===== src/rtl/rtc_irq_emu_pkg.sv =====
package rtc_irq_emu_pkg;

  localparam int WORD_W    = 16;
  localparam int BASE_LOG2 = 6;   // 64 Hz base event rate
  localparam int SRC_N     = 3;

  // source enable bit positions
  localparam int EN_UPD = 0;
  localparam int EN_ALM = 1;
  localparam int EN_PER = 2;

  // flag word bit positions
  localparam int BIT_UPD  = 4;
  localparam int BIT_ALM  = 5;
  localparam int BIT_PER  = 6;
  localparam int BIT_PEND = 7;
  localparam int CNT_LSB  = 8;

  typedef enum logic [2:0] {
    ST_WAIT,
    ST_CHECK,
    ST_DIV,
    ST_FIX,
    ST_EVAL
  } ctrlState_t;

  // control-to-datapath strobes
  typedef struct packed {
    logic armInit;
    logic rearm;
    logic snap;
    logic divStep;
    logic fixApply;
    logic evalGo;
    logic disarm;
  } dpCmd_t;

endpackage


===== src/rtl/rtc_irq_emu_div.sv =====
module rtc_irq_emu_div #(
  parameter int W = 32
) (
  input  logic         clk,
  input  logic         rstN,
  input  logic         start,
  input  logic         step,
  input  logic [W-1:0] dividend,
  input  logic [W-1:0] divisor,
  output logic [W-1:0] quo,
  output logic [W-1:0] rem
);
  logic [W:0]   remAcc;
  logic [W-1:0] quoAcc;
  logic [W:0]   shifted;
  logic [W:0]   trial;

  assign shifted = {remAcc[W-1:0], quoAcc[W-1]};
  assign trial   = shifted - {1'b0, divisor};

  always_ff @(posedge clk) begin
    if (!rstN) begin
      remAcc <= '0;
      quoAcc <= '0;
    end else if (start) begin
      remAcc <= '0;
      quoAcc <= dividend;
    end else if (step) begin
      if (trial[W]) begin
        remAcc <= shifted;
        quoAcc <= {quoAcc[W-2:0], 1'b0};
      end else begin
        remAcc <= trial;
        quoAcc <= {quoAcc[W-2:0], 1'b1};
      end
    end
  end

  assign quo = quoAcc;
  assign rem = remAcc[W-1:0];

endmodule


===== src/rtl/rtc_irq_emu_ctrl.sv =====
module rtc_irq_emu_ctrl
  import rtc_irq_emu_pkg::*;
#(
  parameter int CNT_W = 32
) (
  input  logic   clk,
  input  logic   rstN,
  input  logic   hit,
  input  logic   late,
  input  logic   anyEn,
  input  logic   armReq,
  output dpCmd_t cmd
);
  localparam int STEP_W = $clog2(CNT_W + 1);
  localparam logic [STEP_W-1:0] LAST_STEP = STEP_W'(CNT_W - 1);

  ctrlState_t state, nextState;
  logic [STEP_W-1:0] stepCnt;

  always_comb begin
    cmd       = '0;
    nextState = state;
    if (armReq) begin
      cmd.armInit = 1'b1;
      nextState   = ST_WAIT;
    end else begin
      unique case (state)
        ST_WAIT: begin
          if (hit) begin
            if (anyEn) begin
              cmd.rearm = 1'b1;
              nextState = ST_CHECK;
            end else begin
              cmd.disarm = 1'b1;
            end
          end
        end
        ST_CHECK: begin
          if (late) begin
            cmd.snap  = 1'b1;
            nextState = ST_DIV;
          end else begin
            nextState = ST_EVAL;
          end
        end
        ST_DIV: begin
          cmd.divStep = 1'b1;
          if (stepCnt == LAST_STEP) nextState = ST_FIX;
        end
        ST_FIX: begin
          cmd.fixApply = 1'b1;
          nextState    = ST_EVAL;
        end
        ST_EVAL: begin
          cmd.evalGo = 1'b1;
          nextState  = ST_WAIT;
        end
        default: nextState = ST_WAIT;
      endcase
    end
  end

  always_ff @(posedge clk) begin
    if (!rstN) begin
      state   <= ST_WAIT;
      stepCnt <= '0;
    end else begin
      state <= nextState;
      if (cmd.snap)         stepCnt <= '0;
      else if (cmd.divStep) stepCnt <= stepCnt + 1'b1;
    end
  end

  // the divider phase always runs its full length before the fix-up
  a_r12_div_length: assert property (@(posedge clk) disable iff (!rstN)
    (state == ST_DIV && stepCnt == LAST_STEP && !armReq) |=> (cmd.fixApply || armReq));

  // the late path is entered only from the check state
  a_r5_snap_from_check: assert property (@(posedge clk) disable iff (!rstN)
    cmd.snap |-> $past(cmd.rearm));

endmodule


===== src/rtl/rtc_irq_emu_dp.sv =====
module rtc_irq_emu_dp
  import rtc_irq_emu_pkg::*;
#(
  parameter int CNT_W  = 32,
  parameter int TOD_W  = 8,
  parameter int RATE_W = 4
) (
  input  logic                clk,
  input  logic                rstN,
  input  dpCmd_t              cmd,
  input  logic [CNT_W-1:0]    counter,
  input  logic [CNT_W-1:0]    baseTicks,
  input  logic [TOD_W-1:0]    todHour,
  input  logic [TOD_W-1:0]    todMin,
  input  logic [TOD_W-1:0]    todSec,
  input  logic [SRC_N-1:0]    enSet,
  input  logic [SRC_N-1:0]    enClr,
  input  logic                alarmWr,
  input  logic [TOD_W-1:0]    alarmHour,
  input  logic [TOD_W-1:0]    alarmMin,
  input  logic [TOD_W-1:0]    alarmSec,
  input  logic                rateWr,
  input  logic [RATE_W-1:0]   rateLog2,
  output logic                hit,
  output logic                late,
  output logic                anyEn,
  output logic                armReq,
  output logic                cmpArmed,
  output logic [CNT_W-1:0]    cmpValue,
  output logic                irqStrobe,
  output logic [WORD_W-1:0]   irqWord
);
  localparam logic [RATE_W-1:0] BASE_K  = RATE_W'(BASE_LOG2);
  localparam logic [CNT_W-1:0]  BASE_HZ = CNT_W'(1) << BASE_LOG2;

  logic [SRC_N-1:0]  enFlags, enNext;
  logic [RATE_W-1:0] rateReg, rateNext;
  logic [TOD_W-1:0]  almHour, almMin, almSec, lastSec;
  logic [CNT_W-1:0]  pCnt, cmp, tpeLat, snapCount;
  logic              armed;
  logic              strobeR;
  logic [WORD_W-1:0] wordR;

  logic [CNT_W-1:0]  tpeCur, tpeArm, gap, quo, rem, lostCnt, perThr, pCntInc;
  logic              updHit, almHit, perHit, anyHit, perClr;

  function automatic logic [CNT_W-1:0] tpeFor(input logic perOn,
                                              input logic [RATE_W-1:0] k,
                                              input logic [CNT_W-1:0] base);
    if (perOn && (k > BASE_K)) return base >> (k - BASE_K);
    return base;
  endfunction

  assign enNext   = (enFlags & ~enClr) | enSet;
  assign rateNext = rateWr ? rateLog2 : rateReg;
  assign tpeCur   = tpeFor(enFlags[EN_PER], rateReg, baseTicks);
  assign tpeArm   = tpeFor(enNext[EN_PER], rateNext, baseTicks);

  assign anyEn  = |enFlags;
  assign armReq = (|enSet) && !anyEn;

  // signed window compare handles counter wrap
  assign gap  = counter - cmp;
  assign hit  = armed && !gap[CNT_W-1];
  assign late = !gap[CNT_W-1] && (gap != '0);

  rtc_irq_emu_div #(.W(CNT_W)) uDiv (
    .clk      (clk),
    .rstN     (rstN),
    .start    (cmd.snap),
    .step     (cmd.divStep),
    .dividend (gap),
    .divisor  (tpeLat),
    .quo      (quo),
    .rem      (rem)
  );

  assign lostCnt = quo + CNT_W'(2);

  // periodic divider threshold: base rate over requested rate
  assign perThr  = (rateReg > BASE_K) ? CNT_W'(1) : (BASE_HZ >> rateReg);
  assign pCntInc = pCnt + CNT_W'(1);
  assign perClr  = rateWr || enSet[EN_PER];

  assign updHit = enFlags[EN_UPD] && (todSec != lastSec);
  assign almHit = enFlags[EN_ALM] && (todHour == almHour) &&
                  (todMin == almMin) && (todSec == almSec);
  assign perHit = enFlags[EN_PER] && (pCntInc >= perThr);
  assign anyHit = updHit || almHit || perHit;

  always_ff @(posedge clk) begin
    if (!rstN) begin
      enFlags   <= '0;
      rateReg   <= BASE_K;
      almHour   <= '0;
      almMin    <= '0;
      almSec    <= '0;
      lastSec   <= '0;
      pCnt      <= '0;
      cmp       <= '0;
      tpeLat    <= '0;
      snapCount <= '0;
      armed     <= 1'b0;
      strobeR   <= 1'b0;
      wordR     <= '0;
    end else begin
      enFlags <= enNext;
      rateReg <= rateNext;
      if (alarmWr) begin
        almHour <= alarmHour;
        almMin  <= alarmMin;
        almSec  <= alarmSec;
      end

      // compare channel
      if (cmd.armInit) begin
        cmp   <= counter + tpeArm;
        armed <= 1'b1;
      end else if (cmd.disarm) begin
        armed <= 1'b0;
      end else if (cmd.rearm) begin
        cmp    <= cmp + tpeCur;
        tpeLat <= tpeCur;
      end else if (cmd.fixApply) begin
        // old + L*interval == snapshot - remainder + 2*interval
        cmp <= snapCount - rem + (tpeLat << 1);
      end
      if (cmd.snap) snapCount <= counter;

      // periodic divider count
      if (perClr) begin
        pCnt <= '0;
      end else if (cmd.fixApply && enFlags[EN_PER]) begin
        pCnt <= pCnt + lostCnt;
      end else if (cmd.evalGo && enFlags[EN_PER]) begin
        pCnt <= perHit ? '0 : pCntInc;
      end

      // flag evaluation
      strobeR <= 1'b0;
      wordR   <= '0;
      if (cmd.evalGo) begin
        if (updHit) lastSec <= todSec;
        if (anyHit) begin
          strobeR                       <= 1'b1;
          wordR[WORD_W-1:CNT_LSB]       <= (WORD_W-CNT_LSB)'(1);
          wordR[BIT_PEND]               <= 1'b1;
          wordR[BIT_PER]                <= perHit;
          wordR[BIT_ALM]                <= almHit;
          wordR[BIT_UPD]                <= updHit;
        end
      end
    end
  end

  assign cmpArmed  = armed;
  assign cmpValue  = cmp;
  assign irqStrobe = strobeR;
  assign irqWord   = wordR;

  logic [CNT_W-1:0] aheadOfSnap;
  assign aheadOfSnap = cmp - snapCount;

  // after recovery the compare value lies in the future of the snapshot
  a_r5_future_after_fix: assert property (@(posedge clk) disable iff (!rstN)
    cmd.fixApply |=> (!aheadOfSnap[CNT_W-1] && aheadOfSnap != '0));

  // word layout during a strobe
  a_r9_word_format: assert property (@(posedge clk) disable iff (!rstN)
    irqStrobe |-> (irqWord[BIT_PEND] && irqWord[WORD_W-1:CNT_LSB] == (WORD_W-CNT_LSB)'(1)
                   && irqWord[BIT_PER:BIT_UPD] != '0));

  // the word is quiet outside a strobe
  a_r9_quiet_word: assert property (@(posedge clk) disable iff (!rstN)
    !irqStrobe |-> irqWord == '0);

  // a rate write leaves the periodic count at zero
  a_r10_rate_clears: assert property (@(posedge clk) disable iff (!rstN)
    rateWr |=> pCnt == '0);

  // a quiet event turns the compare channel off
  a_r11_disarm: assert property (@(posedge clk) disable iff (!rstN)
    cmd.disarm |=> (!cmpArmed && $stable(cmpValue)));

  // an initial arm leaves the channel armed
  a_r2_arm: assert property (@(posedge clk) disable iff (!rstN)
    cmd.armInit |=> cmpArmed);

  // strobe only follows the evaluation step
  a_r12_strobe_after_eval: assert property (@(posedge clk) disable iff (!rstN)
    $rose(irqStrobe) |-> $past(cmd.evalGo));

endmodule


===== src/rtl/rtc_irq_emu.sv =====
module rtc_irq_emu
  import rtc_irq_emu_pkg::*;
#(
  parameter int CNT_W  = 32,
  parameter int TOD_W  = 8,
  parameter int RATE_W = 4
) (
  input  logic              clk,
  input  logic              rstN,
  input  logic [CNT_W-1:0]  counter,
  input  logic [CNT_W-1:0]  baseTicks,
  input  logic [TOD_W-1:0]  todHour,
  input  logic [TOD_W-1:0]  todMin,
  input  logic [TOD_W-1:0]  todSec,
  input  logic [2:0]        enSet,
  input  logic [2:0]        enClr,
  input  logic              alarmWr,
  input  logic [TOD_W-1:0]  alarmHour,
  input  logic [TOD_W-1:0]  alarmMin,
  input  logic [TOD_W-1:0]  alarmSec,
  input  logic              rateWr,
  input  logic [RATE_W-1:0] rateLog2,
  output logic              cmpArmed,
  output logic [CNT_W-1:0]  cmpValue,
  output logic              irqStrobe,
  output logic [15:0]       irqWord
);
  dpCmd_t cmd;
  logic   hit, late, anyEn, armReq;

  rtc_irq_emu_ctrl #(.CNT_W(CNT_W)) uCtrl (
    .clk    (clk),
    .rstN   (rstN),
    .hit    (hit),
    .late   (late),
    .anyEn  (anyEn),
    .armReq (armReq),
    .cmd    (cmd)
  );

  rtc_irq_emu_dp #(.CNT_W(CNT_W), .TOD_W(TOD_W), .RATE_W(RATE_W)) uDp (
    .clk       (clk),
    .rstN      (rstN),
    .cmd       (cmd),
    .counter   (counter),
    .baseTicks (baseTicks),
    .todHour   (todHour),
    .todMin    (todMin),
    .todSec    (todSec),
    .enSet     (enSet),
    .enClr     (enClr),
    .alarmWr   (alarmWr),
    .alarmHour (alarmHour),
    .alarmMin  (alarmMin),
    .alarmSec  (alarmSec),
    .rateWr    (rateWr),
    .rateLog2  (rateLog2),
    .hit       (hit),
    .late      (late),
    .anyEn     (anyEn),
    .armReq    (armReq),
    .cmpArmed  (cmpArmed),
    .cmpValue  (cmpValue),
    .irqStrobe (irqStrobe),
    .irqWord   (irqWord)
  );

endmodule


===== config.mk =====
export PLATFORM = sky130hd
export DESIGN_NAME = rtc_irq_emu
export DESIGN_NICKNAME = d
export VERILOG_FILES = /design/src/rtl/rtc_irq_emu_pkg.sv /design/src/rtl/rtc_irq_emu_div.sv /design/src/rtl/rtc_irq_emu_ctrl.sv /design/src/rtl/rtc_irq_emu_dp.sv /design/src/rtl/rtc_irq_emu.sv
export SDC_FILE = /design/constraint.sdc
export NUM_CORES = 1
export LEC_CHECK = 0
export BUFFER_PORTS_ARGS = -buffer_cell sky130_fd_sc_hd__buf_4
export CORE_MARGIN = 2
export CORE_UTILIZATION = 45
export DETAILED_ROUTE_END_ITERATION = 6
export HOLD_SLACK_MARGIN = 0.12
export PLACE_DENSITY_LB_ADDON = 0.08
export SYNTH_ARGS = -nofsm -noshare
export SYNTH_HDL_FRONTEND = slang
export SYNTH_SLANG_ARGS = --single-unit

===== constraint.sdc =====
create_clock -name clk -period 9.3 [get_ports clk]
set_input_delay 1.86 -clock clk [delete_from_list [all_inputs] [get_ports clk]]
set_output_delay 1.86 -clock clk [all_outputs]
set_load 0.02 [all_outputs]

; ---- Word level (Yosys, flattened, before mapping)
; Index checks and enable logic that the tools add are counted.
[op_classes]
n_mul = 0
n_addsub = 12
mux = 41
div = 0
bitwise = 6
reduce_logical = 34
n_eq_ne = 13
magnitude_cmp = 3
n_shift = 3
[op_table]
columns = op, n
row1 = 2-to-1 mux 32 bit, 15
row2 = adder 32 bit, 4
row3 = >> shifter 32 x 4 -> 32 bit, 2
row4 = subtractor 32 bit, 2
row5 = subtractor 33 x 32 -> 33 bit, 1
row6 = "adder 32 x 1 -> 32 bit, second input constant", 1
row7 = "adder 32 x 2 -> 32 bit, second input constant", 1
row8 = >= comparator 32 bit, 1
row9 = nonzero test 32 bit, 1
row10 = ">> shifter 7 x 4 -> 32 bit, first input constant", 1
row11 = == test 8 bit, 3
row12 = 2-to-1 mux 1 bit, 18
row13 = logical AND 1 bit, 12
row14 = 2-to-1 mux 3 bit, 4
row15 = case mux 3 bit (4 select lines), 1
row16 = AND reduction 3 bit, 3
row17 = "> comparator 4 x 3 -> 1 bit, second input constant", 2
row18 = != test 8 bit, 1
row19 = "subtractor 4 x 3 -> 4 bit, second input constant", 2
row20 = "adder 6 x 1 -> 6 bit, second input constant", 1
row21 = "== test 3 x 2 -> 1 bit, second input constant", 2
row22 = "== test 6 x 5 -> 1 bit, second input constant", 1
row23 = 2-to-1 mux 6 bit, 1
row24 = "!= test 2 x 1 -> 1 bit, second input constant", 3
row25 = other kinds (17), 29
[totals]
ram_bits = 0
wordCells = 131
out_inout_bits = 50
memories = 0
regBits = 258
input_bits = 126
rom_bits = 0
latchBits = 0

; ---- Depth between registers and ports, before layout
; Gate-level depths: netlist of run 1.
[logic_depth]
depth_word = 10
depth_mapped = 26
ltp_nobuf = 22

; ---- Hierarchy
; Synthesis of run 1 repeated with hierarchy kept, for this count alone.
[hier_totals]
cells_unflattened = 3314
hier_area_um2 = 25620.8
[by_module_without_submodules]
columns = module, instances, area_each_um2, seq_area_each_um2, cells_per_inst
row1 = rtc_irq_emu_dp, 1, 20497.2, 3443.3, 2648
row2 = rtc_irq_emu_div, 1, 4664.5, 1281.2, 608
row3 = rtc_irq_emu_ctrl, 1, 459.2, 180.2, 58

; ---- Least setup slack after synthesis of run 1
; OpenSTA, ideal clock, no wires.
[synth_path]
path_type = input port to flip-flop
startpoint = input rateWr
endpoint = register uDp.cmp[28] (netlist: uDp.cmpValue[28])
n_path_buf = 5
slack_ns = 1.610
setup_ns = 0.095
required_ns = 9.205
arrival_ns = 7.594
cell_stages = 26
cell_sequence = clkbuf_1 -> mux2i_1 -> buf_1 -> inv_1 -> buf_1 -> ha_1 -> clkbuf_1 -> buf_1 -> mux2i_1 -> nand2_1 -> o21ai_0 -> o21ai_0 -> ha_1 -> inv_1 -> fa_1 -> nor2b_1 -> o2111ai_1 -> o211ai_1 -> o31ai_1 -> o22ai_1 -> a2111oi_1 -> or4b_2 -> a32oi_1 -> xor2_1 -> a22oi_1 -> a221oi_1
[synth_between]
elab_chain_cells = 7
elab_cells_between_ends = 10
classes_between = 2 x add/sub / 1 x order compare / 1 x shift / 5 x mux / 1 x reduce/logical
[synth_lines]
columns = item, line
row1 = from (decl), rtc_irq_emu.sv:21  ; input logic rateWr,
row2 = 2-to-1 mux 4 bit (*), rtc_irq_emu_dp.sv:55  ; assign rateNext = rateWr ? rateLog2 : rateReg;
row3 = net uDp.rateNext[1], rtc_irq_emu_dp.sv:37  ; logic [RATE_W-1:0] rateReg, rateNext;
row4 = subtractor 4 x 3 -> 4 bit / > comparator 4 x 3 -> 1 bit (equally long branches), rtc_irq_emu_dp.sv:50  ; if (perOn && (k > BASE_K)) return base >> (k - BASE_K);
row5 = >> shifter 32 x 4 -> 32 bit / logical AND 1 bit (equally long branches), rtc_irq_emu_dp.sv:50
row6 = 2-to-1 mux 32 bit / 2-to-1 mux 1 bit (equally long branches), rtc_irq_emu_dp.sv:50
row7 = 2-to-1 mux 32 bit (*), rtc_irq_emu_dp.sv:51  ; return base;
row8 = adder 32 bit (*), rtc_irq_emu_dp.sv:117  ; cmp <= counter + tpeArm;
row9 = 2-to-1 mux 32 bit (*), rtc_irq_emu_dp.sv:116  ; if (cmd.armInit) begin
row10 = to (signal assigned), rtc_irq_emu_dp.sv:117
row11 = to (signal assigned), rtc_irq_emu_dp.sv:122  ; cmp <= cmp + tpeCur;
row12 = to (signal assigned), rtc_irq_emu_dp.sv:126  ; cmp <= snapCount - rem + (tpeLat << 1);
row13 = to (decl), rtc_irq_emu_dp.sv:39  ; logic [CNT_W-1:0] pCnt, cmp, tpeLat, snapCount;
; The timed path passes the listed nets; every way through them passes the cells marked *. The select of a mux whose other input is x is not followed.
; A chain may end at the register's enable or synchronous reset.

; ---- Final worst setup path of run 1
[layout_path]
startpoint = input rateWr
endpoint = register uDp.cmp[28] (netlist: uDp.cmpValue[28])
[layout_between]
elab_chain_cells = 7
elab_cells_between_ends = 10
classes_between = 2 x add/sub / 1 x order compare / 1 x shift / 5 x mux / 1 x reduce/logical
[layout_lines]
columns = item, line
row1 = 2-to-1 mux 4 bit (*), rtc_irq_emu_dp.sv:55
row2 = subtractor 4 x 3 -> 4 bit / > comparator 4 x 3 -> 1 bit (equally long branches), rtc_irq_emu_dp.sv:50
row3 = >> shifter 32 x 4 -> 32 bit / logical AND 1 bit (equally long branches), rtc_irq_emu_dp.sv:50
row4 = 2-to-1 mux 32 bit / 2-to-1 mux 1 bit (equally long branches), rtc_irq_emu_dp.sv:50
row5 = 2-to-1 mux 32 bit (*), rtc_irq_emu_dp.sv:51
row6 = adder 32 bit (*), rtc_irq_emu_dp.sv:117
row7 = 2-to-1 mux 32 bit (*), rtc_irq_emu_dp.sv:116
; Mark *: on every way between the ends. The rest lies on a longest branch, timed or not. The select of a mux whose other input is x is not followed.

==> impl_results.md, run 1 <==
* Clock buffers created by TritonCTS at 35
* End point of the critical path: uDp.cmpValue[28]
* Placeable core region at 0.0566 sq mm
* First-pass GRT wire length at 143000 um
* Shortest clock period the worst path allows after layout at around 7500 ps
* Length of the first detailed-routing pass in iterations at 5
* Depth of the CTS H-tree at 2
* Via density per instance at 6.04
* Worst min path class: reg -> reg
* Number of antenna violations at the first check in global routing at 1
* Syn Area/Cell at about 7.7 sq um
* Worst setup skew after layout at 18.1 ps
* Clock transition at the registers of the reported paths at about 50 ps
* Overflow left after global routing at 0
* Total routed wirelength at between 90000 and 100000 um
* Setup violation total in the final timing report at 0
* Portion of total power attributed to combinational logic at between 50% and 60%
* Insertion delay to the later sink of the worst-skew pair at around 560 ps
* Vias in the first global route at 24000
* Synth top area cells: sky130_fd_sc_hd__dfxtp_1, sky130_fd_sc_hd__ha_1, sky130_fd_sc_hd__mux2i_1
* Count of flip-flops with a built-in enable after synthesis at 0
* Fraction of final layout cells sized beyond drive strength 1 at 10.3%
* Timing-limited maximum frequency at about 130 MHz
* Setup CP Type: in -> reg
* Arrival time at the worst endpoint at approximately 8000 ps
* Period utilization at ~81%
* Required time reported for the critical path endpoint at 9740 ps
* ANT cells at 0
* Met3 wire length at just over 6000 um
* Static leakage at 12.7 nW
* Layout-stage area growth over the synthesis result at 11.1%
* Synthesized area at 0.0258 sq mm
* Detailed-routing wirelength on met1 at between 40000 and 50000 um
* Critical-path maximum fanout at 26
* Clock tree root buffer cell: sky130_fd_sc_hd__clkbuf_16
* Number of max-cap violations at 0
* Number of setup buffers added after CTS at 0
* Sink Count at 245
* Power, Total at between 5 and 6 mW
* Switching share of power at a little over two fifths
* Die height at between 200 and 250 um
* Register-to-register setup slack at between 2000 and 3000 ps
* Die area at about 0.059 sq mm
* Sequential cell fraction of total power at a little over a fifth
* Commonest register cell after synthesis: sky130_fd_sc_hd__dfxtp_1
* TritonCTS clock tree: done
* DIE WIDTH at around 240 um
* First element of the critical path: rateWr
* Cell-internal power at about 3.1 mW
* Fin. Hold Viols at 0
* Ranking of synthesized cells by instance count: sky130_fd_sc_hd__nand2_1, sky130_fd_sc_hd__nor2_1, sky130_fd_sc_hd__dfxtp_1
* Setup repair after global routing missed its margin: no
* Maximum number of pins on one net before global-route repair at 85
* Detailed-route wire length per cell at around 22 um
* Top-Level Pins at roughly 180
* Number of design-rule violations left by the first detailed-router iteration at 2028
* Critical Path Sink Type: register
* Pwr dens at 190 mW/mm^2
* Destination of the worst register-to-register timing path: uDp.cmpValue[31]
* Most instantiated library cell after synthesis: sky130_fd_sc_hd__nand2_1
* Count of buffers from port buffering at around 160
* Category of the worst setup path launch point: input pin
* Post-layout nets at 3803
* Worst-case headroom to the max-slew limit at around a fifth
* Total number of vias at ~25000
* Number of different library cells in the post-synthesis netlist at slightly above 100
* Max Transition Viols Final at 0
* Antenna violation net count after detailed routing at 0
* Uppermost metal layer occupied by signal nets: met4
* Sequential share of the synthesized area at between 10% and 20%
* DRC violations left at 0
* Placed instance area at around 0.028 sq mm
* Sum Neg Setup Slack at 0 ps
* Number of placement rows at between 80 and 90
* Yosys warns at 0
* Area share of the largest cell type after synthesis at a little under a fifth
* Clock share of power at 25.8%
* Slew at the pin closest to its max-slew limit at 1170 ps
* Final Instance Area at roughly 0.029 sq mm
* Peak supply drop at approximately 0.21 mV
* Outcome: completed
* Longest Clk Path Bufs at 3
* Reg-to-reg startpoint: uDp.rateReg[1]
* DR WL met2 at about 42000 um
* Overall track demand over capacity in global routing at 31.0%
* Synthesized flop and latch total at about 250
* Fill cell instance count of the final layout at 5661
* Path depth of the worst reg2reg path at 19
* Initial standard-cell utilization of the core at between 40% and 50%
* Most area-hungry cell type in the Yosys netlist: sky130_fd_sc_hd__dfxtp_1
* Post-CTS sizing at 0
* Placed wire-length estimate after detailed placement at around 73000 um
* Quantity of hold-fixing buffers added after cts at 0
* Weighted congestion at the end of routability-driven global placement at between 0.9 and 1
* Share of async-settable or async-resettable flops after synthesis at 0%
* Synthesized instance count at 3355
* Power spent charging and discharging nets at approximately 2.4 mW
==> per-stage QoR <==
| stage | hold slack [ps] | cells | util (%) | worst slack, ps |
|---|---|---|---|---|
| final | 457 | 4194 | 50.7 | 1790 |
| after global routing | 474 | 4194 | 50.7 | 1260 |
| after CTS | 458 | 4194 | 50.7 | 1870 |
| after detailed placement | 450 | 4132 | 48.7 | 1310 |
| after global placement | 445 | 4132 | 48.7 | 1400 |
| after floorplan | 435 | 3365 | - | 1610 |
==> worst min-delay path by stage <==
stage                                 from               end  slack (ps)  cells after the start
after CTS                   uDp.tpeLat[31]    uDp.tpeLat[31]         460                      2
after global placement    uDp.snapCount[5]  uDp.snapCount[5]         440                      2
final                     uDp.snapCount[5]  uDp.snapCount[5]         460                      2
after global routing      uDp.snapCount[7]  uDp.snapCount[7]         470                      2
after detailed placement    uDp.tpeLat[31]    uDp.tpeLat[31]         450                      2
after floorplan           uDp.snapCount[0]  uDp.snapCount[0]         430                      2
==> registers in the layout, summed over array words and instances (netlist names) <==
register and cells:
uDp.tpeLat 32, uCtrl.state 3, uDp.almSec 8, uDp.snapCount 32
uCtrl.stepCnt 6, uDp.pCnt 32, uDp.cmpValue 32, uDp.irqWord 4
uDp.almMin 8, uDp.uDiv.remAcc 32, uDp.almHour 8, uDp.uDiv.quo 32
uDp.lastSec 8, uDp.cmpArmed 1, uDp.enFlags 3, uDp.rateReg 4
==> final cells by class <==
| type | instances | area [sq um] | area share (%) |
|---|---|---|---|
| clock buffer | 54 | 1050 | 3.65 |
| clock inverter | 8 | 121 | 0.423 |
| inverter | 236 | 891 | 3.10 |
| multi-input combinational | 2702 | 19300 | 67.4 |
| sequential | 245 | 4910 | 17.1 |
| tap | 756 | 946 | 3.29 |
| timing repair buffer | 193 | 1450 | 5.05 |
==> cells by family (layout without fill, tap and decap cells) <==
group	count (synthesis)	in the layout	share of synthesized area, %
and+or+nand+nor	1043	1043	18.5
DFF	245	245	19.0
buffers and inverters	418	491	6.61
xor gates and xnor gates	189	189	6.41
muxes	248	248	10.3
AOI/OAI and AO/OA	947	947	25.3
other	1	11	0.0145
adders and majority gates	264	264	13.8
==> power by group through the flow <==
stage               sequential, mW  clock [mW]  combinational (mW)
finish                        1.20        1.41                2.85
detailed placement            1.22           0                2.79
floorplan                     1.22           0                2.04
global placement              1.22           0                2.76
global route                  1.20        1.48                3.12
CTS                           1.20        1.44                2.81
==> worst max-delay path, stage by stage <==
cell,delay [ps]
sky130_fd_sc_hd__buf_4,140
sky130_fd_sc_hd__mux2i_2,200
sky130_fd_sc_hd__buf_4,320
sky130_fd_sc_hd__inv_1,70
sky130_fd_sc_hd__buf_4,240
sky130_fd_sc_hd__ha_1,610
sky130_fd_sc_hd__buf_4,450
sky130_fd_sc_hd__mux2i_1,180
sky130_fd_sc_hd__a21oi_1,180
sky130_fd_sc_hd__mux2_2,190
sky130_fd_sc_hd__inv_1,50
sky130_fd_sc_hd__fa_1,430
sky130_fd_sc_hd__nor2b_1,190
sky130_fd_sc_hd__o2111ai_1,140
sky130_fd_sc_hd__o211ai_1,180
sky130_fd_sc_hd__o31ai_1,180
sky130_fd_sc_hd__o22ai_1,430
sky130_fd_sc_hd__a2111oi_1,170
sky130_fd_sc_hd__buf_4,190
sky130_fd_sc_hd__or4b_2,640
sky130_fd_sc_hd__a32oi_1,340
sky130_fd_sc_hd__xor2_1,180
sky130_fd_sc_hd__a22oi_1,80
sky130_fd_sc_hd__a221oi_1,290
==> routing by layer <==
layer  up-vias  track usage [%]
met5         -                0
met1     12100             44.1
li1      12200                -
met2       851             49.0
met4         0             9.18
met3       141             3.75
==> layout by cell type (no fill, tap or decap), types with 11 or more instances in the layout <==
master                      synthesis  routed
sky130_fd_sc_hd__clkbuf_16          0      35
sky130_fd_sc_hd__nand2_1          344     344
sky130_fd_sc_hd__xor2_1            71      68
sky130_fd_sc_hd__buf_4             19     193
sky130_fd_sc_hd__ha_1             228     228
sky130_fd_sc_hd__nand2b_1          32      31
sky130_fd_sc_hd__mux2_2            14      14
sky130_fd_sc_hd__o22ai_1           16      16
sky130_fd_sc_hd__o31a_1            11      11
sky130_fd_sc_hd__nor2b_1           33      33
sky130_fd_sc_hd__xnor2_1          118     117
sky130_fd_sc_hd__o21bai_1          22      22
sky130_fd_sc_hd__a211oi_1          87      87
sky130_fd_sc_hd__a21oi_1          208     208
sky130_fd_sc_hd__and3_1            33      32
sky130_fd_sc_hd__dfxtp_1          245     244
sky130_fd_sc_hd__inv_1            235     234
sky130_fd_sc_hd__mux4_2            12      12
sky130_fd_sc_hd__o21a_1            40      40
sky130_fd_sc_hd__a22oi_1           30      30
sky130_fd_sc_hd__o211ai_1          31      31
sky130_fd_sc_hd__or3_1             25      25
sky130_fd_sc_hd__nand4_1           25      25
sky130_fd_sc_hd__and2_1            22      22
sky130_fd_sc_hd__a221oi_1          24      24
sky130_fd_sc_hd__a2111oi_2         25      25
sky130_fd_sc_hd__nor2_1           333     332
sky130_fd_sc_hd__conb_1             1      11
sky130_fd_sc_hd__o21ai_0          193     193
sky130_fd_sc_hd__nand3_1           78      78
sky130_fd_sc_hd__o31ai_1           22      22
sky130_fd_sc_hd__nor3_1            57      57
sky130_fd_sc_hd__fa_1              36      36
sky130_fd_sc_hd__mux2i_1          219     217
sky130_fd_sc_hd__and4_1            11      11
sky130_fd_sc_hd__a31oi_1           25      25
sky130_fd_sc_hd__a21o_1            86      86
Power figures use the tool's default switching activity.
==> inputs of run 2 (changes only) <==
==> constraint.sdc (replaced) <==
create_clock -name clk -period 7.3 [get_ports clk]
set_input_delay 1.46 -clock clk [delete_from_list [all_inputs] [get_ports clk]]
set_output_delay 1.46 -clock clk [all_outputs]
set_load 0.02 [all_outputs]
==> run 2 against run 1 <==
  * Global-route usage down 0.37 points
  * Die area unchanged
  * Worst setup slack worse by 840 ps
  * Sequential power up 28%
  * Routed wire length down 0.72%
  * Via count down 0.23%
  * Total power up 28%
  * Flip-flop and latch count unchanged
  * Largest power group unchanged
==> impl_results.md, run 2 (synthesized netlist as in run 1, its figures left out) <==
* Sum Neg Setup Slack at 0 ps (unchanged)
* Most frequent standard cell in the layout excluding fill and tap cells: sky130_fd_sc_hd__nand2_1
* Number of placement rows at 87 (unchanged)
* Number of antenna violations at the first check in global routing at 1 (unchanged)
* Timing-limited maximum frequency at 158 MHz
* First-pass GRT wire length at 142000 um (-1.0%)
* Layout-stage area growth over the synthesis result at 11.7%
* Die area at 0.0593 sq mm (unchanged)
* Slew at the pin closest to its max-slew limit at 1310 ps (+142 ps)
* Clock tree root buffer cell: sky130_fd_sc_hd__clkbuf_16
* Period utilization at 87.0%
* Quantity of hold-fixing buffers added after cts at 0 (unchanged)
* Peak supply drop at 0.170 mV (-19%)
* Weighted congestion at the end of routability-driven global placement at 0.949 (-0.52%)
* Pwr dens at 242 mW/mm^2 (+27%)
* Maximum number of pins on one net before global-route repair at 81 (-4.7%)
* Number of design-rule violations left by the first detailed-router iteration at 1930 (-4.8%)
* DRC violations left at 0 (unchanged)
* Outcome: completed
* Number of setup buffers added after CTS at 0 (unchanged)
* Placed wire-length estimate after detailed placement at 72800 um (+0.41%)
* Worst-path cell chain: buf_4 -> mux2i_4 -> buf_4 -> buf_4 -> mux2i_1 -> mux2i_1 -> mux2i_1 -> nand2_1 -> o21ai_0 -> o21ai_0 -> ha_1 -> a21oi_1 -> o211ai_1 -> o31ai_1 -> o22ai_1 -> a2111oi_1 -> or4b_2 -> a32oi_1 -> a311o_1 -> o211ai_1 -> a31oi_1
* Number of max-cap violations at 0 (unchanged)
* Detailed-route wire length per cell at 22.2 um (-1.1%)
* Leading cell types in the layout, fill and taps excluded: sky130_fd_sc_hd__nand2_1, sky130_fd_sc_hd__nor2_1, sky130_fd_sc_hd__dfxtp_1, sky130_fd_sc_hd__inv_1, sky130_fd_sc_hd__ha_1
* Worst-case headroom to the max-slew limit at 12.7% (-8.0 points)
* Clock transition at the registers of the reported paths at 50 ps (about the same)
* Setup violation total in the final timing report at 0 (unchanged)
* Static leakage at 12.8 nW (+0.62%)
* Total number of vias at 25300 (-0.23%)
* Max Transition Viols Final at 0 (unchanged)
* Worst setup skew after layout at 38.5 ps (+20.5 ps)
* Post-CTS sizing at 0 (unchanged)
* Arrival time at the worst endpoint at 6760 ps (-1190 ps)
* Bufs and invs on worst path at 3 (-4)
* Category of the worst setup path launch point: input pin
* Fraction of final layout cells sized beyond drive strength 1 at 10.8% (+0.50 points)
* Fin. Hold Viols at 0 (unchanged)
* Placed instance area at 0.0277 sq mm (+0.45%)
* Top-Level Pins at 176 (unchanged)
* Setup repair after global routing missed its margin: no
* Clock buffers created by TritonCTS at 35 (unchanged)
* Power, Total at 6.99 mW (+28%)
* Final Instance Area at 0.0289 sq mm (+0.51%)
* Overflow left after global routing at 0 (unchanged)
* Initial standard-cell utilization of the core at 45.6% (unchanged)
* Total routed wirelength at 93500 um (-0.72%)
* Vias in the first global route at 24300 (+1.0%)
* Setup CP Type: in -> reg
* Post-layout nets at 3818 (+0.39%)
* Depth of the CTS H-tree at 2 (unchanged)
* Via density per instance at 6.00 (-0.63%)
* TritonCTS clock tree: done
* Shortest clock period the worst path allows after layout at between 6000 and 7000 ps
* Placeable core region at 0.0566 sq mm (unchanged)
* Insertion delay to the later sink of the worst-skew pair at 570 ps (about the same)
* Critical-path maximum fanout at 16 (-38%)
* Overall track demand over capacity in global routing at 30.6% (-0.37 points)
* Die height at 244 um (unchanged)
* Length of the first detailed-routing pass in iterations at 5 (unchanged)
* Cell with the biggest individual delay on the critical path: sky130_fd_sc_hd__a2111oi_1
* Antenna violation net count after detailed routing at 0 (unchanged)
* Sink Count at 245 (unchanged)
* Dominant delay contributor by cell family on the critical path: compound AO/OA/AOI/OAI gates
* Count of buffers from port buffering at 164 (unchanged)
* Longest individual stage delay on the worst path at 650 ps (about the same)
* Longest Clk Path Bufs at 3 (unchanged)
* Worst min path class: reg -> reg
* DIE WIDTH at 244 um (unchanged)
* Required time reported for the critical path endpoint at 7710 ps (-2030 ps)
* Critical Path Sink Type: register
[run 2: worst paths after layout]
| path | startpoint | end | slack (ps) | cells after the start |
|---|---|---|---|---|
| setup / recovery | rateWr | uDp.cmpValue[30] | 950 | 21 |
| hold / removal | uDp.tpeLat[21] | uDp.tpeLat[21] | 460 | 2 |
| setup reg to reg | uDp.rateReg[0] | uDp.cmpValue[30] | 1280 | 19 |
| hold reg to reg | uDp.tpeLat[21] | uDp.tpeLat[21] | 460 | 2 |
[run 2: power by group]
group	switching [mW]	internal, mW
logic	2.20	1.45
clock network	0.716	1.09
registers	0.117	1.42
total	3.03	3.95
[run 2: final cells by class]
class | instances | area [sq um]
clock buffer | 50 | 1020
timing repair buffer | 208 | 1570
fill | 5617 | 27700
inverter | 236 | 891
multi-input combinational | 2702 | 19300
sequential | 245 | 4910
antenna | 1 | 2.50
clock inverter | 13 | 166
tap | 756 | 946
[run 2: metal layers]
metal  GRT usage [%]  wire length (um)  vias to the layer above
met4            10.2              3110                        0
li1                -                 -                    12200
met2            48.3             41200                      845
met1            42.6             43100                    12000
met3            4.74              6170                      154
met5               0                 0                        -
[run 2: through the flow]
step	std cells	setup WS [ps]	hold slack [ps]	utilization (%)
3_3_place_gp	4147	598	446	48.9
4_1_cts	4210	1090	456	51.0
3_5_place_dp	4147	518	448	48.9
2_1_floorplan	3365	10.4	435	-
6_report	4211	952	457	51.0
5_1_grt	4211	538	477	51.0
[run 2: tightest hold or removal path: stages, from the launching register on]
cell and delay, ps:
sky130_fd_sc_hd__dfxtp_1 310, sky130_fd_sc_hd__nand2_1 50, sky130_fd_sc_hd__a21oi_1 50
==> inputs of run 3 (changes only) <==
==> constraint.sdc (replaced) <==
create_clock -name clk -period 5.9 [get_ports clk]
set_input_delay 1.18 -clock clk [delete_from_list [all_inputs] [get_ports clk]]
set_output_delay 1.18 -clock clk [all_outputs]
set_load 0.02 [all_outputs]
==> run 3 against run 2 <==
  * Total power rose by 24%
  * Worst setup slack got worse by 420 ps
  * Clock-buffer cell count increased by 4
  * Clock power is 17% higher
  * Routed wire length fell by 0.57%
  * Non-clock buffer count rose by 78
  * Final cell count is 1.8% higher
  * Critical path type unchanged
==> impl_results.md, run 3 (synthesized netlist as in run 1, its figures left out) <==
* DIE WIDTH at 244 um (unchanged)
* Worst min path class: reg -> reg
* Final Instance Area at 0.0295 sq mm (+2.3%)
* Die height at 244 um (unchanged)
* Post-layout nets at 3896 (+2.0%)
* Fraction of final layout cells sized beyond drive strength 1 at 12.8% (+2.0 points)
* Maximum number of pins on one net before global-route repair at 96 (+19%)
* Arrival time at the worst endpoint at 5770 ps (-990 ps)
* Max Transition Viols Final at 0 (unchanged)
* Overall track demand over capacity in global routing at 30.5% (-0.082 points)
* First-pass GRT wire length at 142000 um (+0.37%)
* Clock tree root buffer cell: sky130_fd_sc_hd__clkbuf_16
* Post-CTS sizing at 0 (unchanged)
* Peak supply drop at 0.428 mV (+150%)
* Worst slack at placement at 73.4 ps (-445 ps)
* Insertion delay to the later sink of the worst-skew pair at 560 ps (about the same)
* Required time reported for the critical path endpoint at 6300 ps (-1410 ps)
* Count of buffers from port buffering at 164 (unchanged)
* Category of the worst setup path launch point: input pin
* Clock buffers created by TritonCTS at 35 (unchanged)
* Setup CP Type: in -> reg
* Minimum setup slack in the final design at 530 ps (-421 ps)
* Number of antenna violations at the first check in global routing at 1 (unchanged)
* Top-Level Pins at 176 (unchanged)
* Count of non-filler cells in the finished layout at 4288 (+1.8%)
* Critical-path maximum fanout at 12 (-4)
* Outcome: completed
* Setup repair after global routing missed its margin: no
* Placed wire-length estimate after detailed placement at 73400 um (+0.75%)
* Via density per instance at 5.98 (-0.37%)
* Sum Neg Setup Slack at 0 ps (unchanged)
* Placeable core region at 0.0566 sq mm (unchanged)
* Number of setup buffers added after CTS at 0 (unchanged)
* Detailed-route wire length per cell at 21.7 um (-2.4%)
* Total routed wirelength at 93000 um (-0.57%)
* Critical Path Sink Type: register
* Dpl cells at 4224 (+1.9%)
* Leading cell types in the layout, fill and taps excluded: sky130_fd_sc_hd__nand2_1, sky130_fd_sc_hd__nor2_1, sky130_fd_sc_hd__buf_4, sky130_fd_sc_hd__dfxtp_1, sky130_fd_sc_hd__inv_1
* Worst setup skew after layout at 36.9 ps (-1.66 ps)
* Sink Count at 245 (unchanged)
* Shortest clock period the worst path allows after layout at 5370 ps
* Antenna violation net count after detailed routing at 0 (unchanged)
* Most frequent standard cell in the layout excluding fill and tap cells: sky130_fd_sc_hd__nand2_1
* Timing-limited maximum frequency at around 190 MHz
* Length of the first detailed-routing pass in iterations at 5 (unchanged)
* Static leakage at 13.2 nW (+3.1%)
* Quantity of hold-fixing buffers added after cts at 0 (unchanged)
* Fin. Hold Viols at 0 (unchanged)
* Number of placement rows at 87 (unchanged)
* Overflow left after global routing at 0 (unchanged)
* Period utilization at roughly 91%
* Die area at 0.0593 sq mm (unchanged)
* Vias in the first global route at 24500 (+1.1%)
* Slew at the pin closest to its max-slew limit at 1290 ps (-12.4 ps)
* Clock transition at the registers of the reported paths at 60 ps (about the same)
* Setup violation total in the final timing report at 0 (unchanged)
* Weighted congestion at the end of routability-driven global placement at 0.967 (+2.0%)
* TritonCTS clock tree: done
* Worst-case headroom to the max-slew limit at 12.9% (+0.28 points)
* Initial standard-cell utilization of the core at 45.6% (unchanged)
* Layout-stage area growth over the synthesis result at 14.3%
* Total number of vias at 25600 (+1.4%)
* Number of max-cap violations at 0 (unchanged)
* ANT cells at 0 (-1)
* Pwr dens at 293 mW/mm^2 (+21%)
* Number of design-rule violations left by the first detailed-router iteration at 1769 (-8.3%)
* Placed instance area at 0.0284 sq mm (+2.6%)
* Longest Clk Path Bufs at 3 (unchanged)
* Depth of the CTS H-tree at 2 (unchanged)
* DRC violations left at 0 (unchanged)
## run 3: cell count changes in the layout (fill, tap and decap cells not counted), moves of 3 or more
cell and delta:
sky130_fd_sc_hd__buf_12 +8, sky130_fd_sc_hd__inv_6 -4, sky130_fd_sc_hd__buf_4 +70, sky130_fd_sc_hd__clkinvlp_4 -3, sky130_fd_sc_hd__clkbuf_1 +4
## run 3: area by class of cell
type / count / area, sq um
timing repair buffer: 286 / 2260
clock inverter: 9 / 92.6
tap: 756 / 946
fill: 5629 / 27100
inverter: 236 / 891
sequential: 245 / 4910
clock buffer: 54 / 1050
multi-input combinational: 2702 / 19400
## run 3: path summary, 6_finish.rpt
path | startpoint | endpoint | slack, ps | cells after the start
worst min register to register | uDp.snapCount[18] | uDp.snapCount[18] | 460 | 2
worst max register to register | uDp.rateReg[0] | uDp.cmpValue[31] | 650 | 21
worst min-delay path | uDp.snapCount[18] | uDp.snapCount[18] | 460 | 2
worst max-delay path | rateWr | uDp.cmpValue[31] | 530 | 22
## run 3: through the flow
| step | hold WS, ps | util [%] | total power, mW |
|---|---|---|---|
| 3_3_place_gp | 446 | 50.1 | 6.44 |
| 4_1_cts | 457 | 52.2 | 8.64 |
| 5_1_grt | 477 | 52.2 | 9.20 |
| 3_5_place_dp | 447 | 50.1 | 6.48 |
| 6_report | 456 | 52.2 | 8.65 |
| 2_1_floorplan | 435 | - | 5.15 |
## run 3: report_power, final
part           switching, mW  leakage [nW]  internal (mW)
Sequential             0.132          1.99           1.76
Clock                  0.835         0.562           1.27
Combinational           2.74          10.6           1.91
Total                   3.71          13.2           4.94
## run 3: worst max-delay path, stage by stage
cell and delay (ps):
sky130_fd_sc_hd__buf_4 140, sky130_fd_sc_hd__mux2_2 370, sky130_fd_sc_hd__ha_2 420, sky130_fd_sc_hd__buf_4 190, sky130_fd_sc_hd__buf_4 230, sky130_fd_sc_hd__mux2i_1 300
sky130_fd_sc_hd__nor2_1 60, sky130_fd_sc_hd__nor2_1 80, sky130_fd_sc_hd__o21ai_0 90, sky130_fd_sc_hd__ha_1 310, sky130_fd_sc_hd__buf_4 120, sky130_fd_sc_hd__o211ai_1 110
sky130_fd_sc_hd__o211ai_1 270, sky130_fd_sc_hd__a21oi_1 180, sky130_fd_sc_hd__o21ai_0 490, sky130_fd_sc_hd__a221o_1 270, sky130_fd_sc_hd__nand3_1 110, sky130_fd_sc_hd__a31o_2 240
sky130_fd_sc_hd__o21ai_0 210, sky130_fd_sc_hd__xnor2_1 100, sky130_fd_sc_hd__a22oi_1 180, sky130_fd_sc_hd__a31oi_1 100
## run 3: routing by layer
metal / track usage (%) / routed length, um / share of wire [%] / vias up
met5: 0 / 0 / 0 / -
met4: 8.36 / 2510 / 2.7 / 0
met3: 4.43 / 6390 / 6.9 / 148
met2: 48.2 / 40900 / 44 / 804
met1: 43.3 / 43200 / 46 / 12300
li1: - / - / - / 12400
